<file path="config.mk">
export PLATFORM = sky130hd
export DESIGN_NAME = iadd_unit
export DESIGN_NICKNAME = d
export VERILOG_FILES = /design/src/rtl/iadd_pkg.sv /design/src/rtl/iadd_decode.sv /design/src/rtl/iadd_prep.sv /design/src/rtl/iadd_sum.sv /design/src/rtl/iadd_unit.sv
export SDC_FILE = /design/constraint.sdc
export NUM_CORES = 1
export LEC_CHECK = 0
export BUFFER_PORTS_ARGS = -buffer_cell sky130_fd_sc_hd__buf_2
export CAP_MARGIN = 30
export CORE_ASPECT_RATIO = 0.5
export CORE_UTILIZATION = 35
export CTS_BUF_LIST = sky130_fd_sc_hd__clkbuf_16
export DETAILED_ROUTE_END_ITERATION = 12
export GPL_TIMING_DRIVEN = 0
export PLACE_DENSITY = 0.53
export SYNTH_ARGS = -nofsm -noshare
export SYNTH_HDL_FRONTEND = slang
export SYNTH_SLANG_ARGS = --single-unit
</file>
<file path="constraint.sdc">
create_clock -name clk_i -period 0.8 [get_ports clk_i]
set_input_delay 0.08 -clock clk_i [delete_from_list [all_inputs] [get_ports clk_i]]
set_output_delay 0.08 -clock clk_i [all_outputs]
set_load 0.05 [all_outputs]
</file>
<file path="src/rtl/iadd_pkg.sv">
package iadd_pkg;
  localparam int unsigned INSN_W  = 64;
  localparam int unsigned SHAMT_W = 5;
  // instruction field positions decoded by this unit
  localparam int unsigned NEG_B_BIT = 48;
  localparam int unsigned NEG_A_BIT = 49;
  localparam int unsigned EXT_BIT   = 43;
  localparam int unsigned UPD_BIT   = 47;
  localparam int unsigned SAT_BIT   = 50;
  localparam int unsigned SH_LO     = 39;

  typedef enum logic {
    MODE_PLAIN  = 1'b0,
    MODE_SCALED = 1'b1
  } add_mode_e;

  typedef struct packed {
    logic               plus_one;
    logic               neg_a;
    logic               neg_b;
    logic               ext;
    logic               upd;
    logic [SHAMT_W-1:0] shamt;
  } dec_t;
endpackage

</file>
<file path="src/rtl/iadd_decode.sv">
module iadd_decode
  import iadd_pkg::*;
(
  input  logic [INSN_W-1:0] insn_i,
  input  add_mode_e         mode_i,
  output dec_t              dec_o,
  output logic              unsup_o
);
  logic po, scaled;

  always_comb begin
    scaled = (mode_i == MODE_SCALED);
    po     = insn_i[NEG_A_BIT] & insn_i[NEG_B_BIT];

    dec_o.plus_one = po;
    dec_o.neg_a    = ~po & insn_i[NEG_A_BIT];
    dec_o.neg_b    = ~po & insn_i[NEG_B_BIT];
    // bit 43 doubles as shift MSB in scaled mode
    dec_o.ext      = ~scaled & insn_i[EXT_BIT];
    dec_o.upd      = insn_i[UPD_BIT];
    dec_o.shamt    = scaled ? insn_i[SH_LO +: SHAMT_W] : '0;

    unsup_o = insn_i[SAT_BIT]
            | (dec_o.upd & (po | dec_o.ext | scaled))
            | (dec_o.ext & po);
  end
endmodule

</file>
<file path="src/rtl/iadd_prep.sv">
module iadd_prep
  import iadd_pkg::*;
#(
  parameter int unsigned DATA_W = 32
) (
  input  logic [DATA_W-1:0] a_i,
  input  logic [DATA_W-1:0] b_i,
  input  dec_t              dec_i,
  output logic [DATA_W-1:0] a_o,
  output logic [DATA_W-1:0] b_o
);
  logic [DATA_W-1:0] a_neg;

  always_comb begin
    a_neg = dec_i.neg_a ? (~a_i + 1'b1) : a_i;
    a_o   = a_neg << dec_i.shamt;
    b_o   = dec_i.neg_b ? (~b_i + 1'b1) : b_i;
  end
endmodule

</file>
<file path="src/rtl/iadd_sum.sv">
module iadd_sum #(
  parameter int unsigned DATA_W = 32
) (
  input  logic [DATA_W-1:0] a_i,
  input  logic [DATA_W-1:0] b_i,
  input  logic              cin_i,
  input  logic              inc_i,
  output logic [DATA_W-1:0] sum_o,
  output logic              z_o,
  output logic              s_o,
  output logic              c_o,
  output logic              v_o
);
  localparam int unsigned MSB = DATA_W - 1;
  logic [DATA_W:0] full;

  always_comb begin
    full  = {1'b0, a_i} + {1'b0, b_i} + {{DATA_W{1'b0}}, cin_i}
          + {{DATA_W{1'b0}}, inc_i};
    sum_o = full[MSB:0];
    z_o   = ~|full[MSB:0];
    s_o   = full[MSB];
    c_o   = full[DATA_W];
    v_o   = (a_i[MSB] == b_i[MSB]) & (full[MSB] != a_i[MSB]);
  end
endmodule

</file>
<file path="src/rtl/iadd_unit.sv">
module iadd_unit
  import iadd_pkg::*;
#(
  parameter int unsigned DATA_W = 32
) (
  input  logic              clk_i,
  input  logic              rst_ni,
  input  logic              valid_i,
  input  logic              mode_i,
  input  logic [63:0]       insn_i,
  input  logic [DATA_W-1:0] op_a_i,
  input  logic [DATA_W-1:0] op_b_i,
  input  logic              carry_i,
  output logic              valid_o,
  output logic [DATA_W-1:0] result_o,
  output logic              flag_z_o,
  output logic              flag_s_o,
  output logic              flag_c_o,
  output logic              flag_v_o,
  output logic              flag_we_o,
  output logic              unsup_o
);
  dec_t              dec;
  logic              unsup;
  logic [DATA_W-1:0] a_p, b_p, sum;
  logic              z, s, c, v;

  iadd_decode u_dec (
    .insn_i  (insn_i),
    .mode_i  (add_mode_e'(mode_i)),
    .dec_o   (dec),
    .unsup_o (unsup)
  );

  iadd_prep #(.DATA_W(DATA_W)) u_prep (
    .a_i   (op_a_i),
    .b_i   (op_b_i),
    .dec_i (dec),
    .a_o   (a_p),
    .b_o   (b_p)
  );

  iadd_sum #(.DATA_W(DATA_W)) u_sum (
    .a_i   (a_p),
    .b_i   (b_p),
    .cin_i (dec.ext & carry_i),
    .inc_i (dec.plus_one),
    .sum_o (sum),
    .z_o   (z),
    .s_o   (s),
    .c_o   (c),
    .v_o   (v)
  );

  always_ff @(posedge clk_i or negedge rst_ni) begin
    if (!rst_ni) begin
      valid_o   <= 1'b0;
      flag_we_o <= 1'b0;
      unsup_o   <= 1'b0;
    end else begin
      valid_o   <= valid_i;
      flag_we_o <= valid_i & dec.upd & ~unsup;
      unsup_o   <= valid_i & unsup;
    end
  end

  always_ff @(posedge clk_i or negedge rst_ni) begin
    if (!rst_ni) begin
      result_o <= '0;
      flag_z_o <= 1'b0;
      flag_s_o <= 1'b0;
      flag_c_o <= 1'b0;
      flag_v_o <= 1'b0;
    end else if (valid_i) begin
      result_o <= sum;
      flag_z_o <= z;
      flag_s_o <= s;
      flag_c_o <= c;
      flag_v_o <= v;
    end
  end
endmodule

</file>
==> results of run 1 <==
==> where the power goes <==
part,switching (W),total [W],internal (W)
Sequential,0.000641,0.00339,0.00274
Combinational,0.0116,0.0216,0.00994
Clock,0.000734,0.00186,0.00113
Total,0.0130,0.0268,0.0138
==> logic make-up after synthesis <==
logic type / Yosys count
buf+inv: 80
simple gates: 322
flops: 38
xor+xnor: 86
mux: 68
fa+ha+maj: 67
compound gates: 270
==> layer usage <==
layer,up-vias,track usage,part of all wire
li1,3931,-,-
met1,3883,0.3652,0.49
met2,213,0.4079,0.45
met3,47,0.01945,0.030
met4,0,0.06469,0.023
met5,-,0,0
==> timing repair <==
item                       4_1_cts  5_1_grt
buffers inserted                96       39
setup endpoints to repair       76       76
hold endpoints to repair        39       17
resized for setup              373      135
pin swaps                      112       74
==> area by class of cell <==
class,count,area [um2]
plain buffers,52,444.2
clock buffers,5,125.1
clock inverters,3,13.76
fillers,1665,7816
inverters,22,85.08
multi-input cells,813,7769
flip-flops and latches,38,952.2
well taps,266,332.8
repair buffers,246,1966
==> cells in the final DEF (no fill, tap or decap), drive strengths merged, types with 32 or more instances in the layout <==
cell / n
o21ai: 57
ha: 65
nor2: 98
a21oi: 88
buf: 264
mux2: 32
dfrtp: 38
nand2: 84
xor2: 50
clkbuf: 38
mux2i: 34
xnor2: 36
==> final timing paths <==
kind / slack, ps / to / cells past startpoint / startpoint
worst max-delay path: -4400 / flag_z_o$_DFFE_PN0P_ / 20 / op_a_i[3]
worst min-delay path: -90 / result_o[31]$_DFFE_PN0P_ / 1 / rst_ni
worst max register to register: -100 / result_o[29]$_DFFE_PN0P_ / 2 / result_o[29]$_DFFE_PN0P_
worst min register to register: 530 / result_o[7]$_DFFE_PN0P_ / 2 / result_o[7]$_DFFE_PN0P_
max in group asynchronous: 320 / result_o[31]$_DFFE_PN0P_ / 1 / rst_ni
min in group clk_i: 10 / flag_we_o$_DFF_PN0_ / 2 / insn_i[50]
==> registers in the layout (all words and copies together) (netlist names) <==
| register | flops |
|---|---|
| unsup_o | 1 |
| flag_we_o | 1 |
| valid_o | 1 |
| flag_z_o | 1 |
| flag_v_o | 1 |
| result_o | 32 |
| flag_c_o | 1 |
==> per-stage QoR <==
stage / cells / hold slack (ps) / area, um2 / worst slack, ps
floorplan: 931 / -215.6 / 7440 / -4261
global placement: 1309 / 229.3 / 8333 / -5522
detailed placement: 1309 / 240.6 / 8333 / -5543
CTS: 1409 / -58.25 / 10760 / -4436
global route: 1445 / -13.10 / 11690 / -4535
finish: 1445 / -93.40 / 11690 / -4404
==> worst register-to-register path, cell delays in order (launching register included) <==
cell and delay [ps]:
dfrtp_1 400, buf_4 140, mux2_4 260
==> flow_summary_export.csv, run 1 <==
group,metric,value,unit
global_route,grt_pass1_wl,41700,um
final_layout,layout-drive-gt1-share,0.5131,
yosys,yosys-top-cells-count,"98 x nor2_1, 88 x a21oi_1, 83 x nand2_1, 65 x ha_1, 53 x o21ai_0",
status,status,"finished, violations left",
yosys,synth-seq-area-share,0.1361,
timing,layout_setup_ws,-4404,ps
routing,via_count,8074,
floorplanning,core.rowCount,36,
timing,fmax,192.1,MHz
setup_path,crit_type,"input port to flop",
routing,wl_per_cell,18.81,um
floorplanning,core,0.01950,mm2
final_layout,nets,1378,
worst_hold_path,hp-class,"input port to async pin",
yosys,synth_fa_ha_area_frac,0.1221,
routing,drc,0,
status,violations,"negative hold slack, negative setup slack",
placement,portBuffers,112,
yosys,synth_xor_area_frac,0.1078,
routing,vias_per_cell,5.588,
setup_path,slowest_stage,"or4_4",
timing,whs,-93.40,ps
timing,hold_viol,38,
final_layout,syn2layout_area_growth,67.28,%
timing,setup_viol,75,
floorplanning,start_util,0.3582,
setup_path,crit_path_max_fanout,6,
pwr,power.leakage,4.930,nW
yosys,synth_simple_gate_area_frac,0.2278,
pwr,p_per_area,2296,mW/mm2
timing,worst_pin_slew,849.6,ps
yosys,synth_most_common_cell,"nor2_1",
yosys,synth.avg_cell_area,7.505,um2
yosys,synth_area_leaders,"dfrtp_1 14%, ha_1 12%, a21oi_1 6.3%",
yosys,synth_cell_types,78,
floorplanning,io-pin-count,172,
setup_path,setup.worst_path.start_class,"input port",
global_route,grt.overflow.total,0,
timing,finClkSkew,0,ps
floorplanning,die_h,101.9,um
clock_network,h-tree-depth,2,
yosys,synth_warnings,0,
global_route,grtUsageTotal,0.2527,
clock_network,cts_tree,"built",
yosys,syn_nets,1131,
setup_path,cp.required,990,ps
global_route,grt_max_degree,39,
timing,timing.final.crit_share,6.506,
clock_network,clk-insertion-delay-late,280,ps
routing,drtPass1Iterations,5,
yosys,synth_ff_type,"dfrtp_1",
clock_network,cts.sinks,38,
clock_network,cts_buffers,5,
setup_path,worst-path-buf-inv,2,
floorplanning,dieWidth,201.8,um
global_route,antenna_found_initial,0,
clock_network,clkTransAtPathRegs,60,ps
yosys,netlist_instances,931,
routing,wl,27180,um
routing,drt_iter0_markers,519,
yosys,synth-seq-cells,38,
yosys,synthArstFlopShare,1.000,
clock_network,cts_hold_buffers,1,
setup_path,crit_path_cell_trace,"clkbuf_16 -> buf_6 -> or4_4 -> o31ai_4 -> xor2_2 -> mux4_2 -> mux2_4 -> mux2_4 -> nor2_4 -> ha_4 -> ha_4 -> nand2_2 -> o21ai_2 -> and2b_2 -> o21ai_2 -> xor2_2 -> or3_4 -> or4_4 -> or4b_4 -> o31ai_2",
yosys,synth_top_area_share,0.1361,
pwr,total_power,0.02684,W
floorplanning,die_area,0.02057,mm2
yosys,synth_compound_area_frac,0.2527,
timing,timing.final.crit_period,5204,ps
placement,hpwl,20280,um
yosys,synth_area_leader_cell,"dfrtp_1",
placement,gp_congestion,0.9218,
setup_path,crit_family,"simple AND/OR/NAND/NOR gates",
yosys,synth_edf_count,0,
routing,ant_nets,0,
timing,finalSetupTns,-111200,ps
global_route,grt_pass1_vias,7660,
final_layout,final_util,0.5992,
setup_path,crit_path_max_incr_delay,550,ps
job,max-cap-violations,0,
timing,rsz0062_at_grt,"yes",
yosys,syn_area,0.006987,mm2
final_layout,antenna_cells,0,
yosys,synth_top_family_by_area,"compound AO/OA/AOI/OAI gates",
yosys,synth.mux.area_fraction,0.1067,
clock_network,cts_root_buffer,"clkbuf_16",
timing,drv_slew,0,
timing,slew_headroom,0.4336,
clock_network,cts.path.max_buffers,2,
setup_path,cp.arrival,5390,ps
setup_path,end_kind,"flop",
pwr,ir_drop,0.001299,V
No activity file was read; power rests on OpenSTA's default activity.
==> run 2: changes to the inputs <==
BUFFER_PORTS_ARGS = -buffer_cell sky130_fd_sc_hd__buf_4   (was -buffer_cell sky130_fd_sc_hd__buf_2)
==> run 2 against run 1 <==
  * The run ends with negative setup slack left
  * Clock-buffer cell count unchanged
  * Via count down 1.3%
  * Clock skew unchanged
  * Highest routed layer unchanged
  * Core utilization down 0.88 points
==> flow_summary_export.csv, run 2 (synthesis results as in run 1) <==
group,metric,value,unit
final_layout,final_common_cell,"buf_4",
timing,rsz0062_at_grt,"yes",
routing,drtPass1Iterations,5,
setup_path,crit_path_cell_trace,"buf_8 -> or4_4 -> o31ai_4 -> xor2_2 -> mux4_2 -> mux2_4 -> mux2_4 -> nor2_4 -> ha_4 -> ha_4 -> nand4_1 -> a21oi_2 -> o21ai_2 -> and2b_2 -> o21ai_2 -> xor2_1 -> or3_2 -> or4_1 -> or4b_1 -> o31ai_2",
final_layout,final_cell_mix,"169 x buf_4, 80 x nor2_1, 70 x nand2_1, 62 x buf_6, 48 x a21oi_1",
final_layout,regMostFlops,"result_o",
placement,dp_slack,-5440,ps
routing,drc,0,
clock_network,h-tree-depth,2,
clock_network,cts_tree,"built",
final_layout,fill_cells,1726,
placement,dp_cells,1309,
routing,wl_per_cell,19.01,um
clock_network,clkTransAtPathRegs,60,ps
final_layout,antenna_cells,0,
timing,hold_viol,0,
timing,worst_pin_slew,791.5,ps
placement,dpl-instance-area,0.008613,mm2
placement,portBuffers,112,
setup_path,crit_path_max_fanout,6,
setup_path,cp.required,980,ps
setup_path,crit_type,"input port to flop",
floorplanning,io-pin-count,172,
routing,wl,27130,um
global_route,grt_pass1_wl,40830,um
status,violations,"negative setup slack",
placement,hpwl,20500,um
timing,timing.final.crit_share,6.487,
clock_network,cts_buffers,5,
pwr,power.leakage,4.823,nW
final_layout,nets,1360,
timing,finClkSkew,0,ps
timing,layout_setup_ws,-4390,ps
timing,slew_headroom,0.4723,
clock_network,clk-insertion-delay-late,270,ps
final_layout,final_area,0.01152,mm2
global_route,grt.overflow.total,0,
timing,drv_slew,0,
pwr,ir_drop,0.001365,V
clock_network,cts.sinks,38,
setup_path,setup.worst_path.start_class,"input port",
job,max-cap-violations,0,
routing,vias_per_cell,5.583,
global_route,grtUsageTotal,0.2472,
final_layout,syn2layout_area_growth,64.83,%
floorplanning,core.rowCount,36,
routing,drt_iter0_markers,516,
floorplanning,dieWidth,201.8,um
worst_hold_path,hp-class,"input port to flop",
setup_path,crit_path_max_incr_delay,570,ps
timing,setup_viol,75,
setup_path,end_kind,"flop",
final_layout,layout-drive-gt1-share,0.4858,
floorplanning,core,0.01950,mm2
clock_network,cts_root_buffer,"clkbuf_16",
setup_path,cp.arrival,5370,ps
final_layout,largest_reg_flops,32,
setup_path,slowest_stage,"or4_4",
global_route,antenna_found_initial,0,
global_route,grt_max_degree,39,
floorplanning,die_area,0.02057,mm2
status,status,"finished, violations left",
clock_network,cts.path.max_buffers,2,
routing,ant_nets,0,
floorplanning,start_util,0.3582,
placement,gp_congestion,0.9075,
routing,via_count,7967,
floorplanning,die_h,101.9,um
final_layout,fin_cells,1427,
timing,timing.final.crit_period,5190,ps
timing,fmax,192.7,MHz
global_route,grt_pass1_vias,7414,
pwr,p_per_area,2253,mW/mm2
-- run 2: cell count changes in the layout (fill, tap and decap cells not counted), moves of 4 or more --
| cell | previous run | this run |
|---|---|---|
| a21oi_1 | 44 | 48 |
| a21oi_2 | 33 | 27 |
| buf_2 | 70 | 4 |
| buf_4 | 111 | 169 |
| buf_6 | 72 | 62 |
| mux2_2 | 10 | 15 |
| mux2_4 | 22 | 17 |
-- run 2: per-stage QoR --
step / power, W / hold slack [ps] / utilization / setup TNS, ps
after detailed placement: 0.01795 / 81.17 / 0.4416 / -133370
after global routing: 0.02738 / 8.474 / 0.5905 / -114540
after CTS: 0.02338 / 0.8241 / 0.5348 / -108560
after floorplan: 0.01376 / -215.6 / - / -98310
final: 0.02595 / 3.346 / 0.5905 / -108640
after global placement: 0.01784 / 74.47 / 0.4416 / -133630
-- run 2: power by group --
part	switching, W	internal, W	leakage (nW)
Clock	0.000719	0.00113	0.0748
Combinational	0.0113	0.00940	4.29
Sequential	0.000633	0.00274	0.454
-- run 2: area by class of cell --
type                    count  area (um2)  area share
inverters                  22       82.58    0.007171
well taps                 266       332.8     0.02890
plain buffers              52       399.1     0.03466
multi-input cells         813        7616      0.6613
clock inverters             3       13.76    0.001195
clock buffers               5       125.1     0.01086
repair buffers            228        1994      0.1732
flip-flops and latches     38       952.2     0.08268
-- run 2: worst paths after layout --
| path | startpoint | to | slack, ps | depth (start not counted) |
|---|---|---|---|---|
| worst min-delay path | insn_i[50] | flag_we_o$_DFF_PN0_ | 3 | 2 |
| worst min register to register | result_o[22]$_DFFE_PN0P_ | result_o[22]$_DFFE_PN0P_ | 530 | 1 |
| worst max-delay path | op_a_i[1] | flag_z_o$_DFFE_PN0P_ | -4390 | 20 |
| min in group asynchronous | rst_ni | result_o[31]$_DFFE_PN0P_ | 270 | 2 |
| max in group asynchronous | rst_ni | result_o[31]$_DFFE_PN0P_ | 250 | 2 |
| worst max register to register | result_o[21]$_DFFE_PN0P_ | result_o[21]$_DFFE_PN0P_ | -90 | 2 |
-- run 2: per-layer routing --
| layer | routed length, um | global-route usage | part of all wire |
|---|---|---|---|
| met3 | 907 | 0.01563 | 0.033 |
| met1 | 13540 | 0.3642 | 0.50 |
| met4 | 406 | 0.04604 | 0.015 |
| met5 | 0 | 0 | 0 |
| met2 | 12280 | 0.4002 | 0.45 |
-- run 2: timing repair --
| item | 4_1_cts | 5_1_grt |
|---|---|---|
| resized for setup | 248 | 162 |
| endpoints found under the setup margin | 76 | 77 |
| pin swaps | 65 | 69 |
| hold buffers | 2 | 0 |
| setup buffers | 77 | 38 |
| endpoints found under the hold margin | 39 | 0 |
-- run 2: critical path, delay by kind of cell --
kind / cells / cell delay [ps]
fa+ha+maj: 2 / 530
buf+inv: 1 / 100
simple gates: 7 / 2510
mux: 3 / 1090
compound gates: 5 / 840
xor+xnor: 2 / 230
